File: src/rtl/sram_ctrl_pkg.sv
package sram_ctrl_pkg;

    typedef enum logic [2:0] {
        ST_IDLE,
        ST_READ,
        ST_WR_TURN,
        ST_WR_PULSE,
        ST_SLEEP,
        ST_RECOVER
    } ctrl_state_e;

    // Whole clocks needed to cover a delay, rounded up, never below one.
    function automatic int unsigned ns_to_clocks(input int unsigned ns,
                                                 input int unsigned period);
        int unsigned c;
        c = (ns + period - 1) / period;
        return (c == 0) ? 1 : c;
    endfunction

    function automatic int unsigned max_u(input int unsigned a,
                                          input int unsigned b);
        return (a > b) ? a : b;
    endfunction

endpackage

File: src/rtl/sram_cycle_timer.sv
module sram_cycle_timer #(
    parameter int unsigned WIDTH = 4
) (
    input  logic             clk,
    input  logic             rst_n,
    input  logic             load_i,
    input  logic [WIDTH-1:0] len_i,
    output logic             last_o
);
    logic [WIDTH-1:0] cnt_q;

    always_ff @(posedge clk or negedge rst_n) begin
        if (!rst_n) begin
            cnt_q <= '0;
        end else if (load_i) begin
            cnt_q <= len_i - WIDTH'(1);
        end else if (cnt_q != '0) begin
            cnt_q <= cnt_q - WIDTH'(1);
        end
    end

    assign last_o = (cnt_q == '0);

    // R10-style sizing guard: a phase of zero clocks would underflow
    p_len_nonzero_r5: assert property (@(posedge clk) disable iff (!rst_n)
        load_i |-> (len_i != '0));

    p_count_steps_down_r8: assert property (@(posedge clk) disable iff (!rst_n)
        (!load_i && !last_o) |=> (cnt_q == $past(cnt_q) - WIDTH'(1)));

endmodule

File: src/rtl/sram_read_capture.sv
module sram_read_capture #(
    parameter int unsigned DW = 8
) (
    input  logic          clk,
    input  logic          rst_n,
    input  logic          capture_i,
    input  logic [DW-1:0] dq_i,
    output logic [DW-1:0] data_o,
    output logic          valid_o
);
    always_ff @(posedge clk or negedge rst_n) begin
        if (!rst_n) begin
            data_o  <= '0;
            valid_o <= 1'b0;
        end else begin
            valid_o <= capture_i;
            if (capture_i) begin
                data_o <= dq_i;
            end
        end
    end

    p_valid_single_r3: assert property (@(posedge clk) disable iff (!rst_n)
        valid_o |=> !valid_o);

    p_data_stable_r3: assert property (@(posedge clk) disable iff (!rst_n)
        !$past(capture_i) |-> $stable(data_o));

endmodule

File: src/rtl/sram_async_ctrl.sv
module sram_async_ctrl
    import sram_ctrl_pkg::*;
#(
    parameter int unsigned AW            = 17,
    parameter int unsigned DW            = 8,
    parameter int unsigned CLK_PERIOD_NS = 20,
    parameter int unsigned T_CYCLE_NS    = 85,
    parameter int unsigned T_OE_NS       = 45,
    parameter int unsigned T_WP_NS       = 60,
    parameter int unsigned T_CW_NS       = 75,
    parameter int unsigned T_DS_NS       = 35,
    parameter int unsigned T_TURN_NS     = 30,
    parameter int unsigned RECOVERY_NS   = 5000000
) (
    input  logic          clk,
    input  logic          rst_n,
    input  logic          sleep_i,
    input  logic          req_valid,
    output logic          req_ready,
    input  logic          req_write,
    input  logic [AW-1:0] req_addr,
    input  logic [DW-1:0] req_wdata,
    output logic          rd_valid,
    output logic [DW-1:0] rd_data,
    output logic [AW-1:0] mem_addr,
    output logic          mem_ce1_n,
    output logic          mem_ce2,
    output logic          mem_we_n,
    output logic          mem_oe_n,
    output logic [DW-1:0] mem_dq_out,
    output logic          mem_dq_oe,
    input  logic [DW-1:0] mem_dq_in
);
    localparam int unsigned N_CYC   = ns_to_clocks(T_CYCLE_NS, CLK_PERIOD_NS);
    localparam int unsigned N_RD    = max_u(N_CYC, ns_to_clocks(T_OE_NS, CLK_PERIOD_NS));
    localparam int unsigned N_TURN  = ns_to_clocks(T_TURN_NS, CLK_PERIOD_NS);
    localparam int unsigned N_WMIN  = max_u(ns_to_clocks(T_WP_NS, CLK_PERIOD_NS),
                                      max_u(ns_to_clocks(T_CW_NS, CLK_PERIOD_NS),
                                            ns_to_clocks(T_DS_NS, CLK_PERIOD_NS)));
    localparam int unsigned N_REST  = (N_CYC > N_TURN) ? (N_CYC - N_TURN) : 1;
    localparam int unsigned N_PULSE = max_u(N_WMIN, N_REST);
    localparam int unsigned N_REC   = ns_to_clocks(RECOVERY_NS, CLK_PERIOD_NS);
    localparam int unsigned N_PHMAX = max_u(N_RD, max_u(N_TURN, N_PULSE));
    localparam int unsigned PH_W    = $clog2(N_PHMAX + 1);
    localparam int unsigned REC_W   = $clog2(N_REC + 1);

    ctrl_state_e      state_q, state_d;
    logic [AW-1:0]    addr_q;
    logic [DW-1:0]    wdata_q;
    logic             accept;
    logic             phase_load;
    logic [PH_W-1:0]  phase_len;
    logic             phase_last;
    logic             rec_load;
    logic             rec_last;
    logic             rd_capture;

    assign req_ready = (state_q == ST_IDLE) && !sleep_i;
    assign accept    = req_valid && req_ready;

    // next-state logic
    always_comb begin
        state_d = state_q;
        unique case (state_q)
            ST_IDLE: begin
                if (sleep_i)     state_d = ST_SLEEP;
                else if (accept) state_d = req_write ? ST_WR_TURN : ST_READ;
            end
            ST_READ:     if (phase_last) state_d = ST_IDLE;
            ST_WR_TURN:  if (phase_last) state_d = ST_WR_PULSE;
            ST_WR_PULSE: if (phase_last) state_d = ST_IDLE;
            ST_SLEEP:    if (!sleep_i)   state_d = ST_RECOVER;
            ST_RECOVER: begin
                if (sleep_i)       state_d = ST_SLEEP;
                else if (rec_last) state_d = ST_IDLE;
            end
            default: state_d = ST_IDLE;
        endcase
    end

    // state register and request latch
    always_ff @(posedge clk or negedge rst_n) begin
        if (!rst_n) begin
            state_q <= ST_IDLE;
            addr_q  <= '0;
            wdata_q <= '0;
        end else begin
            state_q <= state_d;
            if (accept) begin
                addr_q  <= req_addr;
                wdata_q <= req_wdata;
            end
        end
    end

    // phase length chosen by the state being entered
    always_comb begin
        unique case (state_d)
            ST_READ:     phase_len = PH_W'(N_RD);
            ST_WR_TURN:  phase_len = PH_W'(N_TURN);
            ST_WR_PULSE: phase_len = PH_W'(N_PULSE);
            default:     phase_len = PH_W'(1);
        endcase
    end

    assign phase_load = (state_d != state_q);
    assign rec_load   = (state_d == ST_RECOVER) && (state_q != ST_RECOVER);
    assign rd_capture = (state_q == ST_READ) && phase_last;

    sram_cycle_timer #(.WIDTH(PH_W)) phase_timer_i (
        .clk    (clk),
        .rst_n  (rst_n),
        .load_i (phase_load),
        .len_i  (phase_len),
        .last_o (phase_last)
    );

    sram_cycle_timer #(.WIDTH(REC_W)) lockout_timer_i (
        .clk    (clk),
        .rst_n  (rst_n),
        .load_i (rec_load),
        .len_i  (REC_W'(N_REC)),
        .last_o (rec_last)
    );

    sram_read_capture #(.DW(DW)) capture_i (
        .clk       (clk),
        .rst_n     (rst_n),
        .capture_i (rd_capture),
        .dq_i      (mem_dq_in),
        .data_o    (rd_data),
        .valid_o   (rd_valid)
    );

    // pin decode
    always_comb begin
        mem_ce1_n  = 1'b1;
        mem_ce2    = 1'b0;
        mem_we_n   = 1'b1;
        mem_oe_n   = 1'b1;
        mem_dq_oe  = 1'b0;
        mem_addr   = addr_q;
        mem_dq_out = wdata_q;
        unique case (state_q)
            ST_READ: begin
                mem_ce1_n = 1'b0;
                mem_ce2   = 1'b1;
                mem_oe_n  = 1'b0;
            end
            ST_WR_TURN: begin
                mem_we_n  = 1'b0;
            end
            ST_WR_PULSE: begin
                mem_ce1_n = 1'b0;
                mem_ce2   = 1'b1;
                mem_we_n  = 1'b0;
                mem_dq_oe = 1'b1;
            end
            default: ;
        endcase
    end

    p_drive_only_in_write_r6: assert property (@(posedge clk) disable iff (!rst_n)
        mem_dq_oe |-> (mem_oe_n && !mem_we_n && !mem_ce1_n && mem_ce2));

    p_select_after_strobe_r4: assert property (@(posedge clk) disable iff (!rst_n)
        ($fell(mem_ce1_n) && !mem_we_n) |-> $past(!mem_we_n));

    p_ready_means_deselected_r7: assert property (@(posedge clk) disable iff (!rst_n)
        req_ready |-> (mem_ce1_n && !mem_ce2 && mem_we_n && mem_oe_n));

    p_accept_drops_ready_r2: assert property (@(posedge clk) disable iff (!rst_n)
        (req_valid && req_ready) |=> !req_ready);

    p_release_locks_out_r8: assert property (@(posedge clk) disable iff (!rst_n)
        (state_q == ST_SLEEP && !sleep_i) |=> !req_ready);

endmodule

File: config.mk
export PLATFORM = sky130hd
export DESIGN_NAME = sram_async_ctrl
export DESIGN_NICKNAME = d
export VERILOG_FILES = /design/src/rtl/sram_ctrl_pkg.sv /design/src/rtl/sram_cycle_timer.sv /design/src/rtl/sram_read_capture.sv /design/src/rtl/sram_async_ctrl.sv
export SDC_FILE = /design/constraint.sdc
export NUM_CORES = 1
export LEC_CHECK = 0
export ABC_AREA = 1
export BUFFER_PORTS_ARGS = -buffer_cell sky130_fd_sc_hd__buf_4
export CORE_MARGIN = 2
export CORE_UTILIZATION = 50
export CTS_CLUSTER_SIZE = 8
export DETAILED_ROUTE_END_ITERATION = 16
export PLACE_DENSITY = 0.85
export SLEW_MARGIN = 40
export SYNTH_ARGS = -nofsm -noshare
export SYNTH_HDL_FRONTEND = slang
export SYNTH_SLANG_ARGS = --single-unit
File: constraint.sdc
create_clock -name clk -period 2.58 [get_ports clk]
set_input_delay 0.516 -clock clk [delete_from_list [all_inputs] [get_ports clk]]
set_output_delay 0.516 -clock clk [all_outputs]
set_load 0.1 [all_outputs]
==> metrics <==
outcome=completed; post-synthesis mux area share=between 10% and 20%; CTS resizes=0; I/O Buffers=between 70 and 80; Clock Tree Buf Depth=2; Starting Density=between 50% and 60%; Core Area=roughly 5400 µm²; number of diodes=0; pin count of the biggest net entering global routing=59; later-pin clock latency in the skew report=approximately 340 ps; crit-path max cell delay=about 430 ps; final max-slew violation count=0; Die Span Y=slightly below 80 µm; DR WL met3=398 µm; FF-to-FF Start=lockout_timer_i.cnt_q[0]; syn nets=~340; dominant cell type by area after synthesis=dfrtp_1; Layout Area Growth over Synthesis=33.14%; number of max-cap violations=0; share of synthesized cell area in and, or, nand and nor gates=around a quarter; Post-Syn Area per Cell=~9.3 µm²; drt pass-1 iters=4; Worst Tran Pin Value=slightly above 700 ps; vias in the first global route=about 2500; num rows=27; EDFF count, synth=0; FF-to-FF setup slack=230 ps; Synth async-reset ratio=100.0%; initial antenna violation count=0; final hold viol count=0; WL/cell=~13 µm; crit-path cells=inv_2 -> ha_2 -> nand2_2 -> nor2_4 -> nand4_1 -> nand2_1 -> nand3_1 -> nand2_4 -> nand2_4 -> or2_4 -> nand2_1 -> ha_1 -> or2_1 -> inv_1; delay-heaviest family, CP=simple AND/OR/NAND/NOR gates; Synth Flop Type=dfrtp_1; Yosys warning count=0; clock sinks=58; Post-CTS Hold Buffers=0; Final Worst Setup Slack=around 230 ps; nets=~430; fmax=~430 MHz; Critical R2R Capture=phase_timer_i.cnt_q[1]; CTS tree=done; CP bufs+invs=2; clock skew=roughly 13 ps; drc violations=0; synth top area cells=dfrtp_1 (52%), mux2_2 (10%), nand2_1 (7.7%); share of the synthesized area in the top cell type=around 52%; crit path max fanout=6; Tcrit/Tclk final=91.18%; ANT nets after route=0; Worst slew margin=52.38%; final setup fails=0; GRT overflow=0; slowest CP cell=dfrtp_1; Setup Fix Bufs, Post-CTS=0; Clock transition at path regs=roughly 70 ps; Die W=between 70 and 80 µm; count of cell types in the netlist=33; proportion of layout cells with a drive suffix above 1=between 30% and 40%; register area share after synthesis=about 52%; critical path startpoint category=flop; drt via density=4.937; #FFs+latches synth=58; final WL=between 6000 and 7000 µm; die footprint=a little over 6000 µm²; Synth Cell Area=~2800 µm²; wire length on met1=~2700 µm; worst endpoint data arrival time=between 2000 and 3000 ps; Root Buffer=clkbuf_8; GP Congestion=between 0.8 and 0.9; most common cell in the synthesized netlist=dfrtp_1; Adder-Cell Fraction of Synth Area=less than 1%; uppermost layer routed=met4; DR vias=approximately 2300; GRT Total Usage=about 22%; cts bufs inserted=9; Tightest Hold Check Type=in2async; first-pass GRT wire length=between 10000 and 15000 µm; fillcell total=a little over 400; largest family of logic cells by synthesized area=simple AND/OR/NAND/NOR gates; Post-Synth XOR/XNOR Area=under 10%; num ports=78; crit path kind=reg2reg; Crit. End Element=flop; worst reg2reg path depth=14; Synth top cells by count=dfrtp_1 (58), nand2_1 (57), inv_1 (38); Synth Instances=roughly 300; Post-Place Setup Slack=roughly 230 ps; DP HPWL=around 4500 µm; DR iter-0 viols=~120; post-synthesis compound-gate area fraction=about 4.0%; worst endpoint required time=2850 ps; minimum clock period=~2400 ps; H-tree levels=3; routed wl met2=between 3000 and 4000 µm
metal layers:
layer	track usage (%)	vias up
met5	0	-
li1	-	1120
met1	27.35	1080
met4	8.596	0
met3	7.586	13
met2	36.50	73
per-stage QoR:
step                      hold WS (ps)  cell area [µm²]  TNS (ps)  std cells  utilization, %
final                            218.7             3705         0        463           68.12
after global routing             295.0             3705    -3.080        463           68.12
after CTS                        249.2             3702         0        463           68.07
after detailed placement         465.9             3465         0        447           63.70
after global placement           457.2             3465         0        447           63.70
after floorplan                  220.4             2795     -1716        299               -
area by class of cell:
| class | count | area, µm² | area share (%) |
|---|---|---|---|
| timing repair buffer | 79 | 593.1 | 16.01 |
| inverter | 44 | 165.2 | 4.458 |
| sequential | 58 | 1451 | 39.18 |
| tap | 72 | 90.09 | 2.432 |
| clock inverter | 4 | 72.57 | 1.959 |
| multi-input combinational | 194 | 1167 | 31.51 |
| clock buffer | 12 | 165.2 | 4.458 |
cells by family after synthesis:
kind of cell    count (synthesis)
fa+ha+maj                       2
flops                          58
compound gates                 19
simple gates                  139
mux                            25
xor+xnor                        9
buf+inv                        47
worst max path at each step:
stage | slack [ps] | cells past startpoint | start | end
global route | -3 | 14 | lockout_timer_i.cnt_q[0] | phase_timer_i.cnt_q[1]
floorplan | -190 | 3 | state_q[2] | mem_dq_oe
CTS | 190 | 14 | lockout_timer_i.cnt_q[0] | phase_timer_i.cnt_q[1]
global placement | 320 | 14 | lockout_timer_i.cnt_q[0] | phase_timer_i.cnt_q[1]
detailed placement | 230 | 14 | lockout_timer_i.cnt_q[0] | phase_timer_i.cnt_q[1]
finish | 230 | 14 | lockout_timer_i.cnt_q[0] | phase_timer_i.cnt_q[1]
cells in the final DEF (no fill, tap or decap), drive strengths merged, types with 4 or more instances in the layout:
master and n:
nand4 6, nand2 66, buf 79, xnor2 4
mux2 25, nor2 46, nand3 9, o21ai 9
a21oi 5, nor3 5, xor2 5, dfrtp 58
clkbuf 12, inv 44
registers in the layout (all words and copies together), names as in the netlist:
name / flops
lockout_timer_i.cnt_q: 18
mem_addr: 17
capture_i.data_o: 8
mem_dq_out: 8
phase_timer_i.cnt_q: 3
state_q: 3
capture_i.valid_o: 1
Power is left out: the tool's default activity adds up to more than one toggle a clock period on the data nets, which glitch-free logic cannot reach.
